**config.mk**
```make
export PLATFORM = sky130hd
export DESIGN_NAME = i2c_wiper_slave
export DESIGN_NICKNAME = d
export VERILOG_FILES = /design/src/rtl/i2c_wiper_pkg.sv /design/src/rtl/i2c_line_sync.sv /design/src/rtl/i2c_wiper_core.sv /design/src/rtl/wiper_store.sv /design/src/rtl/i2c_wiper_slave.sv
export SDC_FILE = /design/constraint.sdc
export NUM_CORES = 1
export LEC_CHECK = 0
export CAP_MARGIN = 20
export CORE_UTILIZATION = 44
export CTS_BUF_LIST = sky130_fd_sc_hd__clkbuf_16
export CTS_CLUSTER_DIAMETER = 80
export CTS_CLUSTER_SIZE = 10
export DETAILED_ROUTE_END_ITERATION = 16
export HOLD_SLACK_MARGIN = 0.15
export SYNTH_ARGS = -nofsm -noshare
export SYNTH_HDL_FRONTEND = slang
export SYNTH_HIERARCHICAL = 1
export SYNTH_SLANG_ARGS = --single-unit
```
**constraint.sdc**
```tcl
create_clock -name clk -period 3.1 [get_ports clk]
set_input_delay 0.775 -clock clk [delete_from_list [all_inputs] [get_ports clk]]
set_output_delay 0.775 -clock clk [all_outputs]
set_load 0.02 [all_outputs]
```
**src/rtl/i2c_wiper_pkg.sv**
```systemverilog
package i2c_wiper_pkg;
  typedef enum logic [2:0] {
    ST_IDLE,
    ST_ADDR,
    ST_INSTR,
    ST_WDATA,
    ST_ACK,
    ST_RDATA,
    ST_RACK
  } bus_state_t;
endpackage

```
**src/rtl/i2c_line_sync.sv**
```systemverilog
module i2c_line_sync #(
  parameter int STAGES = 2
) (
  input  logic clk,
  input  logic rst,
  input  logic scl_i,
  input  logic sda_i,
  output logic scl_s,
  output logic sda_s,
  output logic scl_rise,
  output logic scl_fall,
  output logic start_det,
  output logic stop_det
);
  // STAGES synchroniser flops plus one history flop per line
  logic [STAGES:0] scl_sh;
  logic [STAGES:0] sda_sh;

  always_ff @(posedge clk) begin
    if (rst) begin
      scl_sh <= '1;
      sda_sh <= '1;
    end else begin
      scl_sh <= {scl_sh[STAGES-1:0], scl_i};
      sda_sh <= {sda_sh[STAGES-1:0], sda_i};
    end
  end

  logic scl_prev, sda_prev;
  assign scl_s    = scl_sh[STAGES-1];
  assign sda_s    = sda_sh[STAGES-1];
  assign scl_prev = scl_sh[STAGES];
  assign sda_prev = sda_sh[STAGES];

  assign scl_rise  = scl_s & ~scl_prev;
  assign scl_fall  = ~scl_s & scl_prev;
  assign start_det = scl_s & scl_prev & sda_prev & ~sda_s;
  assign stop_det  = scl_s & scl_prev & ~sda_prev & sda_s;
endmodule

```
**src/rtl/i2c_wiper_core.sv**
```systemverilog
module i2c_wiper_core
  import i2c_wiper_pkg::*;
#(
  parameter int               ADDR_W    = 7,
  parameter logic [ADDR_W-1:0] BASE_ADDR = 7'b0101100,
  parameter int               PIN_BIT   = 0,
  parameter int               DATA_W    = ADDR_W + 1
) (
  input  logic              clk,
  input  logic              rst,
  input  logic              addr_pin,
  input  logic              sda_s,
  input  logic              scl_rise,
  input  logic              scl_fall,
  input  logic              start_det,
  input  logic              stop_det,
  input  logic              locked,
  input  logic [DATA_W-1:0] rd_byte,
  output logic              sda_pd,
  output logic              wr_en,
  output logic [DATA_W-1:0] wr_byte,
  output logic              burn_req,
  output bus_state_t        state
);
  localparam int              CNT_W = $clog2(DATA_W);
  localparam logic [CNT_W-1:0] LAST = CNT_W'(DATA_W - 1);

  bus_state_t        ret_state;
  logic [CNT_W-1:0]  bitcnt;
  logic [DATA_W-1:0] shreg;
  logic              full;
  logic              burn_flag;
  logic              burn_pend;
  logic              m_ack;
  logic [ADDR_W-1:0] dev_addr;
  logic              addr_hit;

  always_comb begin
    dev_addr          = BASE_ADDR;
    dev_addr[PIN_BIT] = addr_pin;
  end

  assign addr_hit = (shreg[DATA_W-1:1] == dev_addr);

  always_ff @(posedge clk) begin
    if (rst) begin
      state     <= ST_IDLE;
      ret_state <= ST_IDLE;
      bitcnt    <= '0;
      shreg     <= '0;
      full      <= 1'b0;
      sda_pd    <= 1'b0;
      wr_en     <= 1'b0;
      wr_byte   <= '0;
      burn_req  <= 1'b0;
      burn_flag <= 1'b0;
      burn_pend <= 1'b0;
      m_ack     <= 1'b0;
    end else begin
      wr_en    <= 1'b0;
      burn_req <= 1'b0;
      if (start_det || stop_det) begin
        burn_req  <= burn_pend;
        burn_pend <= 1'b0;
        state     <= start_det ? ST_ADDR : ST_IDLE;
        bitcnt    <= '0;
        full      <= 1'b0;
        sda_pd    <= 1'b0;
      end else begin
        unique case (state)
          ST_ADDR, ST_INSTR, ST_WDATA: begin
            if (scl_rise && !full) begin
              shreg <= {shreg[DATA_W-2:0], sda_s};
              if (bitcnt == LAST) begin
                full   <= 1'b1;
                bitcnt <= '0;
              end else begin
                bitcnt <= bitcnt + 1'b1;
              end
            end else if (scl_fall && full) begin
              full <= 1'b0;
              if (state == ST_ADDR) begin
                if (addr_hit && (shreg[0] || !locked)) begin
                  sda_pd    <= 1'b1;
                  state     <= ST_ACK;
                  ret_state <= shreg[0] ? ST_RDATA : ST_INSTR;
                end else begin
                  state <= ST_IDLE;
                end
              end else if (state == ST_INSTR) begin
                burn_flag <= shreg[DATA_W-1];
                sda_pd    <= 1'b1;
                state     <= ST_ACK;
                ret_state <= ST_WDATA;
              end else begin
                wr_en     <= 1'b1;
                wr_byte   <= shreg;
                if (burn_flag) burn_pend <= 1'b1;
                sda_pd    <= 1'b1;
                state     <= ST_ACK;
                ret_state <= ST_WDATA;
              end
            end
          end
          ST_ACK: begin
            if (scl_fall) begin
              state  <= ret_state;
              bitcnt <= '0;
              if (ret_state == ST_RDATA) begin
                shreg  <= rd_byte;
                sda_pd <= ~rd_byte[DATA_W-1];
              end else begin
                sda_pd <= 1'b0;
              end
            end
          end
          ST_RDATA: begin
            if (scl_fall) begin
              if (bitcnt == LAST) begin
                sda_pd <= 1'b0;
                bitcnt <= '0;
                state  <= ST_RACK;
              end else begin
                shreg  <= {shreg[DATA_W-2:0], 1'b0};
                sda_pd <= ~shreg[DATA_W-2];
                bitcnt <= bitcnt + 1'b1;
              end
            end
          end
          ST_RACK: begin
            if (scl_rise) begin
              m_ack <= ~sda_s;
            end else if (scl_fall) begin
              if (m_ack) begin
                shreg  <= rd_byte;
                sda_pd <= ~rd_byte[DATA_W-1];
                state  <= ST_RDATA;
              end else begin
                state <= ST_IDLE;
              end
            end
          end
          default: ;
        endcase
      end
    end
  end
endmodule

```
**src/rtl/wiper_store.sv**
```systemverilog
module wiper_store #(
  parameter int WIPER_W    = 6,
  parameter int DATA_W     = 8,
  parameter int RESET_CODE = 1 << (WIPER_W - 1)
) (
  input  logic               clk,
  input  logic               rst,
  input  logic               wr_en,
  input  logic [DATA_W-1:0]  wr_byte,
  input  logic               burn_req,
  output logic [WIPER_W-1:0] wiper,
  output logic               locked,
  output logic [DATA_W-1:0]  rd_byte
);
  localparam logic [WIPER_W-1:0] MAX_CODE = '1;
  localparam logic [DATA_W-1:0]  MAX_BYTE = DATA_W'(MAX_CODE);

  always_ff @(posedge clk) begin
    if (rst) begin
      wiper  <= WIPER_W'(RESET_CODE);
      locked <= 1'b0;
    end else begin
      if (wr_en && !locked)
        wiper <= (wr_byte > MAX_BYTE) ? MAX_CODE : wr_byte[WIPER_W-1:0];
      if (burn_req)
        locked <= 1'b1;
    end
  end

  assign rd_byte = DATA_W'(wiper);
endmodule

```
**src/rtl/i2c_wiper_slave.sv**
```systemverilog
module i2c_wiper_slave
  import i2c_wiper_pkg::*;
#(
  parameter int                ADDR_W     = 7,
  parameter logic [ADDR_W-1:0] BASE_ADDR  = 7'b0101100,
  parameter int                PIN_BIT    = 0,
  parameter int                WIPER_W    = 6,
  parameter int                SYNC_STAGES = 2
) (
  input  logic               clk,
  input  logic               rst,
  input  logic               scl_i,
  input  logic               sda_i,
  input  logic               addr_pin,
  output logic               sda_pd,
  output logic [WIPER_W-1:0] wiper,
  output logic               locked
);
  localparam int DATA_W = ADDR_W + 1;

  logic scl_s, sda_s, scl_rise, scl_fall, start_det, stop_det;
  logic wr_en, burn_req;
  logic [DATA_W-1:0] wr_byte, rd_byte;
  bus_state_t bus_state;

  i2c_line_sync #(.STAGES(SYNC_STAGES)) u_sync (
    .clk(clk), .rst(rst), .scl_i(scl_i), .sda_i(sda_i),
    .scl_s(scl_s), .sda_s(sda_s), .scl_rise(scl_rise), .scl_fall(scl_fall),
    .start_det(start_det), .stop_det(stop_det)
  );

  i2c_wiper_core #(
    .ADDR_W(ADDR_W), .BASE_ADDR(BASE_ADDR), .PIN_BIT(PIN_BIT), .DATA_W(DATA_W)
  ) u_core (
    .clk(clk), .rst(rst), .addr_pin(addr_pin), .sda_s(sda_s),
    .scl_rise(scl_rise), .scl_fall(scl_fall),
    .start_det(start_det), .stop_det(stop_det),
    .locked(locked), .rd_byte(rd_byte),
    .sda_pd(sda_pd), .wr_en(wr_en), .wr_byte(wr_byte),
    .burn_req(burn_req), .state(bus_state)
  );

  wiper_store #(.WIPER_W(WIPER_W), .DATA_W(DATA_W)) u_store (
    .clk(clk), .rst(rst), .wr_en(wr_en), .wr_byte(wr_byte),
    .burn_req(burn_req), .wiper(wiper), .locked(locked), .rd_byte(rd_byte)
  );
endmodule

```
==> results.md <==
* Status: finished clean
* Setup tns final at 0 ps
* Predominant post-synthesis flop cell: sky130_fd_sc_hd__dfxtp_1
* Pin count of the biggest net entering global routing at 49
* Met3 GRT Util at 0.02945
* Nature of the critical path endpoint: register
* Most used routing layer: met2
* Overflow left after global routing at 0
* Hold violation total from the final report at 0
* Remaining design rule violation count at 0
* Max-capacitance violation count at 0
* Register clock-pin slew on the reported worst setup and hold paths at 60 ps
* Setup-failing EPs final at 0
* Cell chosen for the clock root: sky130_fd_sc_hd__clkbuf_16
* N_diodes at 0
* Global Route met1 Usage at 0.2685
* Placeable core region at 0.005140 mm^2
* Overall die width at 75.27 um
* Met2 track utilization from global routing at 0.2743
* Average detailed-routed wire length per instance at 14.53 um
* CP max stage delay at 630 ps
* Post-cts gate resize count at 0
* CTS HTree Levels at 2
* Worst-path maximum fanout at 8
* Synth cell types at 61
* Ratio of total power to cell area at 470.7 mW/mm^2
* Clock period minus worst slack at 2217 ps
* Ordered list of cells on the worst path: nor2b_1 -> nor2b_2 -> o221ai_1 -> a2111o_1 -> mux2_4
* Total count of max-transition violations in the final report at 0
* Post-placement cell count at 310
* Most frequent standard cell in the layout excluding fill and tap cells: sky130_fd_sc_hd__dfxtp_1
* Via count of the first global-routing pass at 1582
* Via count at 1650
* Crit Path Category: reg -> reg
* Critical Path Source Type: register
* Cts-stage hold buffer count at 0
* Max-slew headroom at 0.5751
* Cell leakage power at 0.0009244 uW
* Slew at the pin closest to its max-slew limit at 636.5 ps
* Post-synthesis instance area at 0.002362 mm^2
* Clock tree from TritonCTS: built
* Final period util at 0.7153
* Routability congestion estimate from global placement at 0.7687
* Count of mapped cells out of synthesis at 246
* Per-cell via count in the routed design at 5.189
* Area of the die at 0.005666 mm^2
* Die H at 75.27 um
* Unrepaired setup endpoints after global routing: no
* Detailed-routing iteration count for the pre-antenna-repair pass at 4
* HP Class: reg -> reg
* Clock buffers created by TritonCTS at 5
* Number of buffers inserted to repair setup after CTS at 0
* Initial antenna violation count at 0
* Gr usage total at 0.1886
* Clock sink total at 45
* Number of synthesized flops with an enable pin at 0
* Final std cells w/o fill at 318
* Layout overhead on the synthesized area at 10.70%
* # nets final at 254
* Data arrival time of the critical path at 2390 ps
* Post-synthesis async set-or-reset flop share at 0
* IO Pins at 13
* Sequential-to-total area share from yosys stat at 0.3814
* Fraction of final layout cells with drive strength greater than 1 at 0.1089
* Later-pin clock latency in the skew report at 280 ps
* Flop and latch count out of synthesis at 45
* Buffers from clock root to sink, at most at 2
* YS warnings at 6
* Aggregate routed wire length at 4.621 mm
* Worst ir drop on vdd at 0.0002392 V
* Wire length of the first global-routing pass at 7.866 mm
* Highest clock frequency the design can meet at 0.4510 GHz
* Worst clock skew on the final layout at 6.593 ps
* Endpoint required time on the critical path at 3270 ps
* Total of buffers placed on input and output ports at 12
* Num rows at 26
* Initial standard-cell utilization of the core at 0.4596
* Critical-path top delay cell: sky130_fd_sc_hd__a2111o_1
* Number of antenna-violating nets in the routed design at 0
* Dpl hpwl at 3.174 mm
* Count of routing violations after the opening detailed-route iteration at 124
* Commonest non-fill, non-tap cells in the layout: sky130_fd_sc_hd__dfxtp_1 (45), sky130_fd_sc_hd__nor2_1 (29), sky130_fd_sc_hd__mux2i_1 (24), sky130_fd_sc_hd__nor2b_1 (17), sky130_fd_sc_hd__inv_1 (16)
* Avg Cell Area, Syn at 9.603 um^2
## worst paths after layout
path               startpoint  slack, ps  cells after the start          endpoint
max          u_sync/scl_sh[1]        880                      5   u_core/shreg[6]
min          u_sync/sda_sh[0]        410                      1  u_sync/sda_sh[1]
max reg2reg  u_sync/scl_sh[1]        880                      5   u_core/shreg[6]
min reg2reg  u_sync/sda_sh[0]        410                      1  u_sync/sda_sh[1]
## per-layer routing
layer / vias up / routed length, um
li1: 857 / -
met1: 772 / 2431
met2: 17 / 2036
met3: 4 / 89
met4: 0 / 64
met5: - / 0
## sequential cells by signal, summed over array words and instances, names as in the netlist
| register | count |
|---|---|
| u_core/m_ack | 1 |
| u_sync/scl_sh | 3 |
| u_core/shreg | 8 |
| u_core/wr_en | 1 |
| u_core/full | 1 |
| u_core/bitcnt | 3 |
| u_store/wiper | 6 |
| u_core/ret_state | 3 |
| u_core/state | 3 |
| u_core/burn_flag | 1 |
| u_core/wr_byte | 8 |
| u_sync/sda_sh | 3 |
| u_core/burn_req | 1 |
| u_core/sda_pd | 1 |
| u_store/locked | 1 |
| u_core/burn_pend | 1 |
## critical path, delay by kind of cell, from the launching register on
family,cells,cell delay [ps]
and+or+nand+nor,2,610
muxes,1,370
AOI/OAI and AO/OA,2,760
DFF,1,360
## synth_stat cells (3+ instances only)
library cell / n / area (um^2)
sky130_fd_sc_hd__nand2b_1: 3 / 18.77
sky130_fd_sc_hd__o21ai_1: 3 / 15.01
sky130_fd_sc_hd__nor2b_1: 17 / 106.4
sky130_fd_sc_hd__buf_4: 10 / 75.07
sky130_fd_sc_hd__or2_1: 6 / 37.54
sky130_fd_sc_hd__a221oi_1: 5 / 43.79
sky130_fd_sc_hd__nor2_1: 29 / 108.9
sky130_fd_sc_hd__clkbuf_1: 5 / 18.77
sky130_fd_sc_hd__mux2_4: 8 / 120.1
sky130_fd_sc_hd__mux2i_1: 24 / 240.2
sky130_fd_sc_hd__buf_6: 3 / 33.78
sky130_fd_sc_hd__dfxtp_1: 45 / 900.9
sky130_fd_sc_hd__nor3b_1: 3 / 22.52
sky130_fd_sc_hd__a21oi_1: 6 / 30.03
sky130_fd_sc_hd__inv_1: 15 / 56.30
sky130_fd_sc_hd__o21ai_0: 5 / 25.02
## layout make-up
| class | count | area (um^2) |
|---|---|---|
| sequential | 45 | 900.9 |
| multi-input combinational | 166 | 1267 |
| inverter | 15 | 56.30 |
| timing repair buffer | 14 | 135.1 |
| clock inverter | 3 | 42.54 |
| fill | 525 | 2525 |
| tap | 70 | 87.58 |
| clock buffer | 5 | 125.1 |
## through the flow
stage	total power [uW]	cell area [um^2]	util	hold slack (ps)	setup WS, ps
after floorplan	635.5	2366	-	383.2	1261
after global placement	648.1	2447	0.4761	386.0	762.3
after detailed placement	648.2	2447	0.4761	393.0	725.6
after CTS	1250	2615	0.5088	407.8	886.4
after global routing	1278	2615	0.5088	415.8	780.3
final	1231	2615	0.5088	405.8	882.7
## power breakdown
part           switching (uW)  internal (uW)
clock network             217            379
logic                    28.1           18.9
registers                5.17            583
total                     251            980
## logic make-up after synthesis
logic type,Yosys count,synth area share
other,1,0.001587
buffers and inverters,36,0.08368
AOI/OAI and AO/OA,40,0.1314
and+or+nand+nor,88,0.2304
adders and majority gates,2,0.01059
DFF,45,0.3814
xor gates and xnor gates,1,0.003708
muxes,33,0.1573
No activity file was read; power rests on OpenSTA's default activity.
